===== src/rtl/csr_mux_pkg.sv =====
package csr_mux_pkg;

    typedef enum logic [1:0] {
        PH_IDLE   = 2'd0,
        PH_READ   = 2'd1,
        PH_FILL   = 2'd2,
        PH_COMMIT = 2'd3
    } phase_e;

    function automatic int ceil_div(input int num, input int den);
        return (num + den - 1) / den;
    endfunction

    function automatic int round_pow2(input int value, input int align);
        int gran;
        gran = 1 << align;
        return ((value + gran - 1) / gran) * gran;
    endfunction

endpackage


===== src/rtl/csr_addr_decode.sv =====
module csr_addr_decode #(
    parameter int ADDR_W   = 8,
    parameter int DATA_W   = 8,
    parameter int NUM_ELEM = 4,
    parameter int ALIGN    = 1,
    parameter int CHUNK_IW = 2,
    parameter int ELEM_W [NUM_ELEM] = '{4, 8, 16, 20}
) (
    input  logic                         clk,
    input  logic                         rst_n,
    input  logic [ADDR_W-1:0]            addr,
    output logic [NUM_ELEM-1:0]          hit,
    output logic [NUM_ELEM-1:0]          first,
    output logic [NUM_ELEM-1:0]          last,
    output logic [NUM_ELEM*CHUNK_IW-1:0] chunk_flat
);
    import csr_mux_pkg::*;

    function automatic int base_of(input int idx);
        int acc;
        acc = 0;
        for (int i = 0; i < idx; i++) begin
            acc += round_pow2(ceil_div(ELEM_W[i], DATA_W), ALIGN);
        end
        return acc;
    endfunction

    for (genvar e = 0; e < NUM_ELEM; e++) begin : g_elem
        localparam int BASE = base_of(e);
        localparam int NCH  = ceil_div(ELEM_W[e], DATA_W);

        logic [ADDR_W:0] off;
        logic            above;

        assign above = ({1'b0, addr} >= (ADDR_W+1)'(BASE));
        assign off   = {1'b0, addr} - (ADDR_W+1)'(BASE);
        assign hit[e]   = above && (off < (ADDR_W+1)'(NCH));
        assign first[e] = above && (off == '0);
        assign last[e]  = above && (off == (ADDR_W+1)'(NCH - 1));
        assign chunk_flat[e*CHUNK_IW +: CHUNK_IW] = off[CHUNK_IW-1:0];
    end

    // spans never overlap, so at most one element claims an address
    assert_single_owner_R1: assert property (@(posedge clk) disable iff (!rst_n)
        $onehot0(hit));

    // first and last chunks are always inside an element's span
    assert_edges_inside_R1: assert property (@(posedge clk) disable iff (!rst_n)
        ((first | last) & ~hit) == '0);

endmodule


===== src/rtl/csr_elem_shadow.sv =====
module csr_elem_shadow #(
    parameter int DATA_W   = 8,
    parameter int SLOT_W   = 20,
    parameter int W        = 16,
    parameter int NCH      = 2,
    parameter int CHUNK_IW = 2,
    parameter bit CAN_RD   = 1'b1,
    parameter bit CAN_WR   = 1'b1
) (
    input  logic                clk,
    input  logic                rst_n,
    input  logic                rd_first,
    input  logic                wr_fill,
    input  logic                wr_commit,
    input  logic [CHUNK_IW-1:0] chunk,
    input  logic [DATA_W-1:0]   bus_wdata,
    input  logic [SLOT_W-1:0]   elem_rdata,
    output logic [DATA_W-1:0]   rd_word,
    output logic [SLOT_W-1:0]   elem_wdata
);
    localparam int PAD_W = NCH * DATA_W;

    logic unused_inputs;
    assign unused_inputs = ^{chunk, wr_fill, wr_commit, rd_first, bus_wdata, elem_rdata};

    if (CAN_RD) begin : g_read
        logic [W-1:0]     snap_q;
        logic [PAD_W-1:0] live_pad;
        logic [PAD_W-1:0] snap_pad;
        logic [PAD_W-1:0] src;

        always_ff @(posedge clk) begin
            if (!rst_n) begin
                snap_q <= '0;
            end else if (rd_first) begin
                snap_q <= elem_rdata[W-1:0];
            end
        end

        assign live_pad = PAD_W'(elem_rdata[W-1:0]);
        assign snap_pad = PAD_W'(snap_q);

        always_comb begin
            src     = (chunk == '0) ? live_pad : snap_pad;
            rd_word = '0;
            for (int c = 0; c < NCH; c++) begin
                if (chunk == CHUNK_IW'(c)) begin
                    rd_word = src[c*DATA_W +: DATA_W];
                end
            end
        end

        // the captured copy only moves on a chunk-0 read
        assert_snap_hold_R3: assert property (@(posedge clk) disable iff (!rst_n)
            !rd_first |=> $stable(snap_q));
    end else begin : g_no_read
        assign rd_word = '0;
    end

    if (CAN_WR) begin : g_write
        logic [W-1:0] wdata_q;

        if (NCH > 1) begin : g_multi
            logic [(NCH-1)*DATA_W-1:0] wsh_q;

            always_ff @(posedge clk) begin
                if (!rst_n) begin
                    wsh_q <= '0;
                end else if (wr_fill) begin
                    for (int c = 0; c < NCH - 1; c++) begin
                        if (chunk == CHUNK_IW'(c)) begin
                            wsh_q[c*DATA_W +: DATA_W] <= bus_wdata;
                        end
                    end
                end
            end

            always_ff @(posedge clk) begin
                if (!rst_n) begin
                    wdata_q <= '0;
                end else if (wr_commit) begin
                    wdata_q <= W'({bus_wdata, wsh_q});
                end
            end
        end else begin : g_single
            always_ff @(posedge clk) begin
                if (!rst_n) begin
                    wdata_q <= '0;
                end else if (wr_commit) begin
                    wdata_q <= W'(bus_wdata);
                end
            end
        end

        assign elem_wdata = SLOT_W'(wdata_q);

        // the element value only changes on a last-chunk write
        assert_wdata_hold_R5: assert property (@(posedge clk) disable iff (!rst_n)
            !wr_commit |=> $stable(wdata_q));
    end else begin : g_no_write
        assign elem_wdata = '0;
    end

endmodule


===== src/rtl/csr_chunk_mux.sv =====
module csr_chunk_mux #(
    parameter int ADDR_W   = 8,
    parameter int DATA_W   = 8,
    parameter int NUM_ELEM = 4,
    parameter int ALIGN    = 1,
    parameter int SLOT_W   = 20,
    parameter int ELEM_W [NUM_ELEM] = '{4, 8, 16, 20},
    parameter bit [NUM_ELEM-1:0] CAN_READ  = 4'b1101,
    parameter bit [NUM_ELEM-1:0] CAN_WRITE = 4'b1110
) (
    input  logic                       clk,
    input  logic                       rst_n,
    input  logic [ADDR_W-1:0]          bus_addr,
    input  logic                       bus_r_stb,
    output logic [DATA_W-1:0]          bus_r_data,
    input  logic                       bus_w_stb,
    input  logic [DATA_W-1:0]          bus_w_data,
    input  logic [NUM_ELEM*SLOT_W-1:0] elem_r_data,
    output logic [NUM_ELEM-1:0]        elem_r_stb,
    output logic [NUM_ELEM*SLOT_W-1:0] elem_w_data,
    output logic [NUM_ELEM-1:0]        elem_w_stb
);
    import csr_mux_pkg::*;

    localparam int MAX_CH   = ceil_div(SLOT_W, DATA_W);
    localparam int CHUNK_IW = $clog2(MAX_CH + 1);

    logic [NUM_ELEM-1:0]          hit;
    logic [NUM_ELEM-1:0]          first;
    logic [NUM_ELEM-1:0]          last;
    logic [NUM_ELEM*CHUNK_IW-1:0] chunk_flat;
    logic [NUM_ELEM*DATA_W-1:0]   word_flat;
    logic [NUM_ELEM-1:0]          rd_first;
    logic [NUM_ELEM-1:0]          wr_fill;
    logic [NUM_ELEM-1:0]          wr_commit;
    logic                         rd_go;
    logic                         wr_go;
    logic [DATA_W-1:0]            sel_word;

    phase_e                       phase_q;
    phase_e                       phase_d;
    logic [DATA_W-1:0]            rdata_q;
    logic [NUM_ELEM-1:0]          commit_q;

    assign wr_go = bus_w_stb;
    assign rd_go = bus_r_stb && !bus_w_stb;

    csr_addr_decode #(
        .ADDR_W   (ADDR_W),
        .DATA_W   (DATA_W),
        .NUM_ELEM (NUM_ELEM),
        .ALIGN    (ALIGN),
        .CHUNK_IW (CHUNK_IW),
        .ELEM_W   (ELEM_W)
    ) u_decode (
        .clk        (clk),
        .rst_n      (rst_n),
        .addr       (bus_addr),
        .hit        (hit),
        .first      (first),
        .last       (last),
        .chunk_flat (chunk_flat)
    );

    for (genvar e = 0; e < NUM_ELEM; e++) begin : g_elem
        localparam int NCH = ceil_div(ELEM_W[e], DATA_W);

        assign rd_first[e]  = rd_go && first[e] && CAN_READ[e];
        assign wr_fill[e]   = wr_go && hit[e] && !last[e] && CAN_WRITE[e];
        assign wr_commit[e] = wr_go && last[e] && CAN_WRITE[e];

        csr_elem_shadow #(
            .DATA_W   (DATA_W),
            .SLOT_W   (SLOT_W),
            .W        (ELEM_W[e]),
            .NCH      (NCH),
            .CHUNK_IW (CHUNK_IW),
            .CAN_RD   (CAN_READ[e]),
            .CAN_WR   (CAN_WRITE[e])
        ) u_shadow (
            .clk        (clk),
            .rst_n      (rst_n),
            .rd_first   (rd_first[e]),
            .wr_fill    (wr_fill[e]),
            .wr_commit  (wr_commit[e]),
            .chunk      (chunk_flat[e*CHUNK_IW +: CHUNK_IW]),
            .bus_wdata  (bus_w_data),
            .elem_rdata (elem_r_data[e*SLOT_W +: SLOT_W]),
            .rd_word    (word_flat[e*DATA_W +: DATA_W]),
            .elem_wdata (elem_w_data[e*SLOT_W +: SLOT_W])
        );
    end

    assign elem_r_stb = rd_first;

    always_comb begin
        sel_word = '0;
        for (int e = 0; e < NUM_ELEM; e++) begin
            if (hit[e]) begin
                sel_word = sel_word | word_flat[e*DATA_W +: DATA_W];
            end
        end
    end

    // Next phase: commit beats fill, fill beats read
    always_comb begin
        phase_d = PH_IDLE;
        if (|wr_commit) begin
            phase_d = PH_COMMIT;
        end else if (wr_go) begin
            phase_d = PH_FILL;
        end else if (rd_go) begin
            phase_d = PH_READ;
        end
    end

    always_ff @(posedge clk) begin
        if (!rst_n) begin
            phase_q  <= PH_IDLE;
            rdata_q  <= '0;
            commit_q <= '0;
        end else begin
            phase_q  <= phase_d;
            rdata_q  <= rd_go ? sel_word : '0;
            commit_q <= wr_commit;
        end
    end

    always_comb begin
        bus_r_data = '0;
        elem_w_stb = '0;
        unique case (phase_q)
            PH_READ:          bus_r_data = rdata_q;
            PH_COMMIT:        elem_w_stb = commit_q;
            PH_IDLE, PH_FILL: ;
            default:          ;
        endcase
    end

    // an element write strobe is always caused by a bus write one cycle earlier
    assert_wstb_cause_R6: assert property (@(posedge clk) disable iff (!rst_n)
        (elem_w_stb != '0) |-> $past(bus_w_stb));

    // without a new bus write the element strobe is gone next cycle
    assert_wstb_no_stuck_R6: assert property (@(posedge clk) disable iff (!rst_n)
        !bus_w_stb |=> (elem_w_stb == '0));

    assert_wstb_onehot_R6: assert property (@(posedge clk) disable iff (!rst_n)
        $onehot0(elem_w_stb));

    assert_rstb_onehot_R2: assert property (@(posedge clk) disable iff (!rst_n)
        $onehot0(elem_r_stb));

    // element read strobe is followed by the read-return phase
    assert_rstb_then_read_R3: assert property (@(posedge clk) disable iff (!rst_n)
        (elem_r_stb != '0) |=> (phase_q == PH_READ));

    // nonzero read data only in the cycle after an accepted read
    assert_rdata_timing_R3: assert property (@(posedge clk) disable iff (!rst_n)
        (bus_r_data != '0) |-> $past(bus_r_stb && !bus_w_stb));

    assert_ro_no_wstb_R8: assert property (@(posedge clk) disable iff (!rst_n)
        (elem_w_stb & ~CAN_WRITE) == '0);

    // a write strobe suppresses every element read strobe
    assert_write_wins_R9: assert property (@(posedge clk) disable iff (!rst_n)
        bus_w_stb |-> (elem_r_stb == '0));

endmodule


===== config.mk =====
export PLATFORM = sky130hd
export DESIGN_NAME = csr_chunk_mux
export DESIGN_NICKNAME = d
export VERILOG_FILES = /design/src/rtl/csr_mux_pkg.sv /design/src/rtl/csr_addr_decode.sv /design/src/rtl/csr_elem_shadow.sv /design/src/rtl/csr_chunk_mux.sv
export SDC_FILE = /design/constraint.sdc
export NUM_CORES = 1
export LEC_CHECK = 0
export CORE_MARGIN = 10
export CORE_UTILIZATION = 43
export CTS_CLUSTER_DIAMETER = 30
export DETAILED_ROUTE_END_ITERATION = 8
export GPL_ROUTABILITY_DRIVEN = 0
export HOLD_SLACK_MARGIN = 0.02
export PLACE_DENSITY = 0.8
export SLEW_MARGIN = 20
export SYNTH_ARGS = -nofsm -noshare
export SYNTH_HDL_FRONTEND = slang
export SYNTH_HIERARCHICAL = 1
export SYNTH_SLANG_ARGS = --single-unit

===== constraint.sdc =====
create_clock -name clk -period 3 [get_ports clk]
set_clock_uncertainty 0.1 [all_clocks]
set_input_delay 0.3 -clock clk [delete_from_list [all_inputs] [get_ports clk]]
set_output_delay 0.3 -clock clk [all_outputs]
set_load 0.005 [all_outputs]

==> impl_metrics.py, run 1 <==
metrics = {
    "run_status": {
        "status": "complete, no violations",
    },
    "power": {
        "p_per_area_nw_per_um2": 419,
        "p_leak_nw": 2.45,
        "vdd_drop_max_mv": 0.232,
    },
    "grt": {
        "grt_pass1_wl_microns": 20800,
        "gr-total-overflow": 0,
        "grt_usage_pct": 15.4,
        "antenna_found_initial": 0,
        "grt_pass1_vias": 3993,
        "grt_max_degree": 65,
    },
    "clocking": {
        "cts_buffers": 9,
        "clock-root-buffer": "clkbuf_16",
        "cts.htree.levels": 3,
        "cts_tree": "done",
        "clock_sinks": 101,
        "clkTransAtPathRegs_ns": 0.06,
        "clkLatencyLatePin_ns": 0.34,
        "clk_path_buf_depth": 2,
    },
    "hold_path": {
        "hp-start": "g_elem[2].u_shadow/g_write.g_multi.wsh_q[5]",
        "hold_class": "register to register",
    },
    "route": {
        "post_drt_wl_per_cell_microns": 16.8,
        "dr.pass1.iters": 4,
        "num_vias": 3833,
        "avgViaCountPerCell": 4.82,
        "drtAntennaViolNets": 0,
        "drc_errors": 0,
        "first_iter_violations": 187,
        "wirelength_microns": 13400,
    },
    "yosys": {
        "synth_area_per_cell_sq_um": 9.71,
        "yosysWarnings": 6,
        "synthCells": 539,
        "synth_area_sq_um": 5230,
    },
    "die": {
        "dieArea_sq_um": 17000,
        "dieHeight_microns": 130,
        "dieWidth_microns": 130,
        "pin_count": 196,
        "coreArea_sq_um": 12000,
        "start_util_pct": 43.8,
        "fp-row-count": 40,
    },
    "setup_path": {
        "critPathArrivalTime_ns": 2.43,
        "start_kind": "input port",
        "rr_startpoint": "g_elem[3].u_shadow/g_read.snap_q[9]",
        "cp-end-kind": "output pin",
        "crit_type": "input port to output pin",
        "cp-startpoint": "bus_addr[2]",
        "cp.required_ns": 2.60,
        "worstPathMaxFanout": 4,
    },
    "timing": {
        "setup_viol": 0,
        "slew_headroom_pct": 61.9,
        "timing.final.crit_share_pct": 94.3,
        "rsz0062_at_grt": "false",
        "max_slew.worst_pin.slew_ns": 0.572,
        "fmax_ghz": 0.354,
        "finalMaxSlewViolations": 0,
        "min_period_ns": 2.83,
        "hold_viol": 0,
    },
    "flow_run": {
        "maxCapViolations": 0,
    },
    "layout": {
        "stdcell_area_sq_um": 6600,
        "area.sequential_sq_um": 2020,
        "multi_input_area_sq_um": 2710,
        "nets": 754,
        "nFillCells": 1072,
        "diodes": 0,
        "fin_cells": 796,
        "area_growth_pct": 26.1,
        "drive_gt1_share_pct": 8.63,
    },
    "placed_design": {
        "port_buffers": 117,
        "placed_cell_area_sq_um": 6260,
        "dp_cells": 780,
        "dp_hpwl_microns": 10100,
    },
}
==> layout by cell type (no fill, tap or decap), types with 12 or more instances in the layout <==
cell	count
a21oi_1	12
a22oi_1	16
buf_4	21
clkdlybuf4s50_1	115
conb_1	50
dfxtp_1	101
mux2i_1	104
nand2_1	44
nor2_1	19
nor2b_1	66
==> path summary, 6_finish.rpt <==
check | slack, ns | cells past startpoint | endpoint
worst max-delay path | 0.17 | 8 | elem_r_stb[2]
worst min-delay path | 0.36 | 2 | g_elem[2].u_shadow/g_write.g_multi.wsh_q[5]
worst max register to register | 1.86 | 4 | rdata_q[1]
worst min register to register | 0.36 | 2 | g_elem[2].u_shadow/g_write.g_multi.wsh_q[5]
==> critical path, cell delays in order <==
cell	delay, ns
clkdlybuf4s50_1	0.51
inv_1	0.08
ha_1	0.24
o41ai_1	0.32
o21ai_1	0.15
nor2_1	0.12
and2_1	0.18
clkdlybuf4s50_1	0.53
==> layer usage <==
| layer | track usage [%] | routed length [microns] |
|---|---|---|
| met4 | 5.69 | 221 |
| met5 | 0 | 0 |
| met2 | 26.7 | 6530 |
| met1 | 16.6 | 5280 |
| met3 | 6.09 | 1370 |
==> registers in the layout, indices dropped and copies added (netlist names) <==
signal                                 flops
g_elem.u_shadow/g_read.snap_pad            8
phase_q                                    2
g_elem.u_shadow/elem_wdata                20
g_elem.u_shadow/g_write.wdata_q           24
g_elem.u_shadow/g_read.snap_q             12
rdata_q                                    8
g_elem.u_shadow/g_write.g_multi.wsh_q     24
commit_q                                   3
==> timing repair <==
| action | 4_1_cts | 5_1_grt |
|---|---|---|
| endpoints found under the hold margin | 0 | 0 |
| hold buffers | 0 | 0 |
| endpoints found under the setup margin | 1 | 5 |
| gates resized for setup | 5 | 3 |
| setup buffers | 0 | 1 |
==> per-stage QoR <==
stage / utilization, % / setup TNS, ns / hold slack [ns] / worst slack [ns] / total power [mW]
2_1_floorplan: - / 0 / 0.328 / 0.638 / 1.55
3_3_place_gp: 52.4 / -0.134 / 0.342 / -0.0188 / 1.62
3_5_place_dp: 52.4 / -1.49 / 0.354 / -0.113 / 1.62
4_1_cts: 55.0 / 0 / 0.364 / 0.0444 / 2.80
5_1_grt: 55.2 / 0 / 0.379 / 0.0778 / 2.88
6_report: 55.2 / 0 / 0.360 / 0.172 / 2.77
==> where the power goes <==
part	total [mW]	internal, mW	switching, mW
Clock	1.16	0.650	0.507
Sequential	1.35	1.34	0.00232
Combinational	0.263	0.132	0.130
==> area by class of cell <==
cell class / instances / share of cell area [%]
clock buffer: 9 / 3.41
clock inverter: 6 / 1.12
inverter: 3 / 0.171
multi-input combinational: 389 / 41.0
sequential: 101 / 30.6
tap: 147 / 2.79
timing repair buffer: 141 / 20.9
(Power assumes the default switching activity.)
==> run 2, diff against run 1 <==
Settings changed: RECOVER_POWER set to 50.
==> run 2 against run 1 <==
Effect of this change: sequential cell count did not move; maximum frequency fell by 1.3%; combinational power fell by 2%; sequential share of layout area rose by 0.18 points; count of clock-buffer cells in the layout did not move; sequential power barely moved; critical endpoint unchanged; largest power group unchanged; highest routed layer unchanged.
==> impl_metrics.py, run 2 (synthesis gave the netlist of run 1 again) <==
metrics = {
    "grt": {
        "antenna_found_initial": 0,
        "use_met3_pct": 6.09,
        "busiest_layer": "met2",
        "grt_pass1_vias": 3993,
        "grt_pass1_wl_microns": 20800,
        "grt_max_degree": 65,
        "gr-total-overflow": 0,
        "grt_usage_pct": 15.4,
        "grt_use_met2_pct": 26.7,
        "grtUsageMet1_pct": 16.6,
    },
    "route": {
        "first_iter_violations": 165,
        "post_drt_wl_per_cell_microns": 16.7,
        "num_vias": 3860,
        "dr.pass1.iters": 5,
        "avgViaCountPerCell": 4.85,
        "drtAntennaViolNets": 0,
        "wirelength_microns": 13300,
        "drc_errors": 0,
    },
    "power": {
        "vdd_drop_max_mv": 0.232,
        "p_leak_nw": 2.59,
        "p_per_area_nw_per_um2": 420,
    },
    "placed_design": {
        "dp_hpwl_microns": 10100,
        "port_buffers": 117,
        "dp_cells": 780,
        "pre_cts_slack_ns": -0.113,
    },
    "die": {
        "fp-row-count": 40,
        "dieHeight_microns": 130,
        "pin_count": 196,
        "start_util_pct": 43.8,
        "dieWidth_microns": 130,
        "coreArea_sq_um": 12000,
        "dieArea_sq_um": 17000,
    },
    "clocking": {
        "clock-root-buffer": "clkbuf_16",
        "cts.htree.levels": 3,
        "clock_sinks": 101,
        "clkLatencyLatePin_ns": 0.34,
        "clkTransAtPathRegs_ns": 0.06,
        "hold_buffers": 0,
        "cts_buffers": 9,
        "clk_path_buf_depth": 2,
        "cts_tree": "done",
    },
    "layout": {
        "area_growth_pct": 25.4,
        "layout_commonest_cell": "mux2i_1",
        "diodes": 0,
        "final_cell_mix": "mux2i_1, dfxtp_1, nor2b_1, clkdlybuf4s50_1, conb_1",
        "drive_gt1_share_pct": 7.40,
        "utilization_pct": 54.9,
        "nFillCells": 1083,
        "fin_cells": 796,
        "nets": 754,
    },
    "setup_path": {
        "critPathSlowestCell": "clkdlybuf4s50_1",
        "worstPathMaxFanout": 4,
        "reg2reg_slack_ns": 1.84,
        "critPathMaxStageDelay_ns": 0.54,
        "r2r_end": "rdata_q[1]",
        "critPathBufInv": 3,
        "cp-end-kind": "output pin",
        "r2r_cells": 4,
        "critPathArrivalTime_ns": 2.46,
        "rr_startpoint": "g_elem[3].u_shadow/g_read.snap_q[9]",
        "critical_path.top_delay_family": "buffers and inverters",
        "cp.required_ns": 2.60,
        "cp_cell_sequence": "clkdlybuf4s50_1 -> inv_1 -> ha_1 -> o41ai_1 -> o21ai_1 -> nor2_1 -> and2_0 -> clkdlybuf4s50_1",
        "path_common_cell": "clkdlybuf4s50_1",
        "crit_type": "input port to output pin",
        "start_kind": "input port",
    },
    "hold_path": {
        "whs_endpoint": "g_elem[2].u_shadow/g_write.g_multi.wsh_q[5]",
        "hold_class": "register to register",
        "hp-start": "g_elem[2].u_shadow/g_write.g_multi.wsh_q[5]",
        "min_path_cells": 2,
    },
    "timing": {
        "slew_headroom_pct": 61.7,
        "finalMaxSlewViolations": 0,
        "whs_ns": 0.360,
        "max_slew.worst_pin.slew_ns": 0.575,
        "setup_viol": 0,
        "min_period_ns": 2.86,
        "rsz0062_at_grt": "false",
        "final_critical_path_setup_slack_ns": 0.136,
        "fmax_ghz": 0.349,
        "hold_viol": 0,
        "fin_tns_setup_ns": 0,
        "timing.final.crit_share_pct": 95.5,
    },
    "run_status": {
        "status": "complete, no violations",
    },
    "flow_run": {
        "maxCapViolations": 0,
    },
}
run 2: area by class of cell:
type,count,area [sq um],share of cell area [%]
Clock buffer,9,225,3.43
Sequential cell,101,2020,30.8
Clock inverter,6,73.8,1.13
Timing Repair Buffer,141,1360,20.7
Tap cell,147,184,2.80
Inverter,3,11.3,0.172
Multi-Input combinational cell,389,2690,41.0
run 2: what timing repair did:
action / in CTS / in global routing
resized for setup: 5 / 3
setup endpoints to repair: 1 / 5
buffers inserted: 0 / 1
gates cloned: 0 / 0
run 2: power by group:
group | internal, mW | switching, mW
clock network | 0.650 | 0.505
logic | 0.129 | 0.129
registers | 1.34 | 0.00183
run 2: tightest hold or removal path: stages (launching register included):
cell and delay (ns):
dfxtp_1 0.31, nand2_1 0.05, mux2i_1 0.05
run 2: how the worst max path moves through the flow:
stage / startpoint / to / slack [ns] / depth (start not counted)
4_1_cts: bus_addr[1] / elem_r_stb[3] / 0.04 / 8
5_1_grt: bus_addr[1] / g_elem[3].u_shadow/g_write.g_multi.wsh_q[10] / 0.04 / 10
6_report: bus_addr[2] / elem_r_stb[2] / 0.14 / 8
3_5_place_dp: bus_addr[2] / g_elem[2].u_shadow/g_write.g_multi.wsh_q[4] / -0.11 / 11
2_1_floorplan: bus_addr[1] / g_elem[3].u_shadow/g_write.g_multi.wsh_q[0] / 0.64 / 11
3_3_place_gp: bus_addr[2] / g_elem[2].u_shadow/g_write.g_multi.wsh_q[7] / -0.02 / 9
run 2: routing by layer:
layer,vias to the layer above,share of wire [%]
li1,1911,-
met1,1758,39
met2,167,48
met3,24,11
met4,0,1.8
met5,-,0
run 2: metrics by stage:
step / instance area, sq um / power, mW
detailed placement: 6260 / 1.62
floorplan: 5410 / 1.55
finish: 6560 / 2.76
CTS: 6580 / 2.80
global placement: 6260 / 1.62
global route: 6560 / 2.88
==> run 3, diff against run 2 <==
Settings changed: SLEW_MARGIN 20 to not set.
Clock period 3 ns to 2.81 ns, I/O delays scaled along.
==> run 3 against run 2 <==
Effect of this change: clock power rose by 8%; sequential cell count is the same; register-to-register slack worse by 0.15 ns; die area is the same; highest routed layer unchanged; power grew 7.9%.
==> impl_metrics.py, run 3 (synthesis gave the netlist of run 1 again) <==
metrics = {
    "clocking": {
        "cts.htree.levels": 3,
        "cts_buffers": 9,
        "clkLatencyLatePin_ns": 0.34,
        "hold_buffers": 0,
        "clk_path_buf_depth": 2,
        "cts_tree": "done",
        "clkTransAtPathRegs_ns": 0.07,
        "cts_setup_buffers": 0,
        "clock-root-buffer": "clkbuf_16",
        "clock_sinks": 101,
    },
    "setup_path": {
        "worstPathMaxFanout": 4,
        "critPathMaxStageDelay_ns": 0.50,
        "critPathArrivalTime_ns": 2.38,
        "crit_type": "input port to output pin",
        "r2r_cells": 4,
        "rr_startpoint": "g_elem[3].u_shadow/g_read.snap_q[9]",
        "cp-end-kind": "output pin",
        "cp-startpoint": "bus_addr[3]",
        "reg2reg_slack_ns": 1.69,
        "worstSetupPathDepth": 10,
        "start_kind": "input port",
        "cp_cell_sequence": "clkdlybuf4s50_1 -> inv_1 -> buf_4 -> ha_4 -> a21oi_2 -> a21oi_1 -> a21oi_2 -> and3_1 -> and2_4 -> clkdlybuf4s50_1",
        "critical_path.top_delay_family": "buffers and inverters",
        "critPathCapture": "elem_r_stb[3]",
        "critPathBufInv": 4,
        "critPathSlowestCell": "clkdlybuf4s50_1",
        "cp.required_ns": 2.43,
        "r2r_end": "rdata_q[1]",
    },
    "grt": {
        "grt_usage_pct": 15.5,
        "busiest_layer": "met2",
        "gr-total-overflow": 0,
        "grtUsageMet1_pct": 16.5,
        "grt_pass1_wl_microns": 21100,
        "use_met3_pct": 6.37,
        "antenna_found_initial": 0,
        "grt_use_met2_pct": 26.5,
        "grt_pass1_vias": 4118,
        "grt_max_degree": 59,
    },
    "timing": {
        "min_period_ns": 2.76,
        "timing.final.crit_share_pct": 98.2,
        "fin_tns_setup_ns": 0,
        "setup_viol": 0,
        "slew_headroom_pct": 26.5,
        "fmax_ghz": 0.363,
        "final_critical_path_setup_slack_ns": 0.0515,
        "finalMaxSlewViolations": 0,
        "max_slew.worst_pin.slew_ns": 1.10,
        "hold_viol": 0,
    },
    "die": {
        "start_util_pct": 43.8,
        "dieHeight_microns": 130,
        "pin_count": 196,
        "dieArea_sq_um": 17000,
        "dieWidth_microns": 130,
        "coreArea_sq_um": 12000,
        "fp-row-count": 40,
    },
    "route": {
        "wirelength_microns": 13400,
        "post_drt_wl_per_cell_microns": 16.8,
        "first_iter_violations": 239,
        "dr.pass1.iters": 4,
        "num_vias": 3912,
        "avgViaCountPerCell": 4.89,
        "drtAntennaViolNets": 0,
        "drc_errors": 0,
    },
    "layout": {
        "nets": 757,
        "area_growth_pct": 28.2,
        "stdcell_area_sq_um": 6710,
        "fin_cells": 800,
        "final_cell_mix": "mux2i_1, dfxtp_1, nor2b_1, clkdlybuf4s50_1, conb_1",
        "nFillCells": 1053,
        "diodes": 0,
        "drive_gt1_share_pct": 9.49,
        "layout_commonest_cell": "mux2i_1",
        "utilization_pct": 56.1,
    },
    "power": {
        "switching_share_pct": 25.4,
        "p_leak_nw": 2.68,
        "p_int_mw": 2.22,
        "combPwrFrac_pct": 9.7,
        "p_clk_share_pct": 42.1,
        "power.switching_uw": 757,
        "p_per_area_nw_per_um2": 444,
        "power_frac_seq_pct": 48.2,
        "vdd_drop_max_mv": 0.257,
    },
    "placed_design": {
        "port_buffers": 117,
        "pre_cts_slack_ns": -0.437,
        "dp_cells": 783,
        "placed_cell_area_sq_um": 6310,
        "dp_hpwl_microns": 10200,
    },
    "flow_run": {
        "maxCapViolations": 0,
    },
    "hold_path": {
        "hold_class": "input port to register",
    },
    "run_status": {
        "status": "complete, no violations",
    },
}
==> run 3: changes by cell type in the layout (fill, tap and decap cells not counted), moves of 3 or more <==
cell / before / now
and2_0: 7 / 0
and2_1: 4 / 10
buf_4: 15 / 19
clkbuf_1: 4 / 1
clkinv_8: 0 / 3
dlygate4sd2_1: 0 / 4
inv_6: 0 / 3
==> run 3: layout make-up <==
cell class                      count  area [sq um]  area share (%)
Tap cell                          147           184            2.74
Inverter                            3          11.3           0.168
Clock inverter                      7          86.3            1.29
Sequential cell                   101          2020            30.1
Multi-Input combinational cell    389          2740            40.8
Clock buffer                        9           225            3.36
Timing Repair Buffer              144          1440            21.5
==> run 3: routing by layer <==
metal  part of all wire, %  wire [microns]
met1                    40            5350
met3                    10            1360
met4                   2.7             369
met5                     0               0
met2                    47            6360
==> run 3: timing repair <==
action	4_1_cts	5_1_grt
gates resized for setup	12	6
cloned	1	0
pin swaps	2	0
endpoints found under the setup margin	10	10
==> run 3: worst min path at each step <==
| stage | endpoint | cells after the start | start | slack, ns |
|---|---|---|---|---|
| 6_report | g_elem[2].u_shadow/g_write.g_multi.wsh_q[2] | 3 | rst_n | 0.29 |
| 5_1_grt | g_elem[2].u_shadow/g_write.g_multi.wsh_q[6] | 3 | rst_n | 0.31 |
| 4_1_cts | g_elem[2].u_shadow/g_write.g_multi.wsh_q[2] | 3 | rst_n | 0.28 |
| 3_5_place_dp | g_elem[3].u_shadow/g_write.g_multi.wsh_q[11] | 2 | g_elem[3].u_shadow/g_write.g_multi.wsh_q[11] | 0.35 |
| 3_3_place_gp | g_elem[2].u_shadow/g_write.g_multi.wsh_q[5] | 2 | g_elem[2].u_shadow/g_write.g_multi.wsh_q[5] | 0.34 |
| 2_1_floorplan | g_elem[1].u_shadow/g_write.wdata_q[0] | 1 | rst_n | 0.31 |
==> run 3: metrics by stage <==
| step | hold WS, ns | power (mW) |
|---|---|---|
| after floorplan | 0.309 | 1.66 |
| after global placement | 0.342 | 1.73 |
| after detailed placement | 0.351 | 1.74 |
| after CTS | 0.280 | 3.01 |
| after global routing | 0.313 | 3.10 |
| final | 0.287 | 2.98 |
==> run 3: worst register-to-register path: stages (launching register included) <==
cell and delay (ns):
dfxtp_1 0.35, mux2i_1 0.08, o2bb2ai_1 0.25, a22oi_1 0.11
a21oi_1 0.16
==> run 3: power by group through the flow <==
stage	Clock [mW]	Sequential [mW]	Combinational (mW)
after floorplan	0	1.47	0.190
after global placement	0	1.47	0.262
after detailed placement	0	1.47	0.268
after CTS	1.29	1.44	0.280
after global routing	1.35	1.44	0.312
final	1.25	1.44	0.288
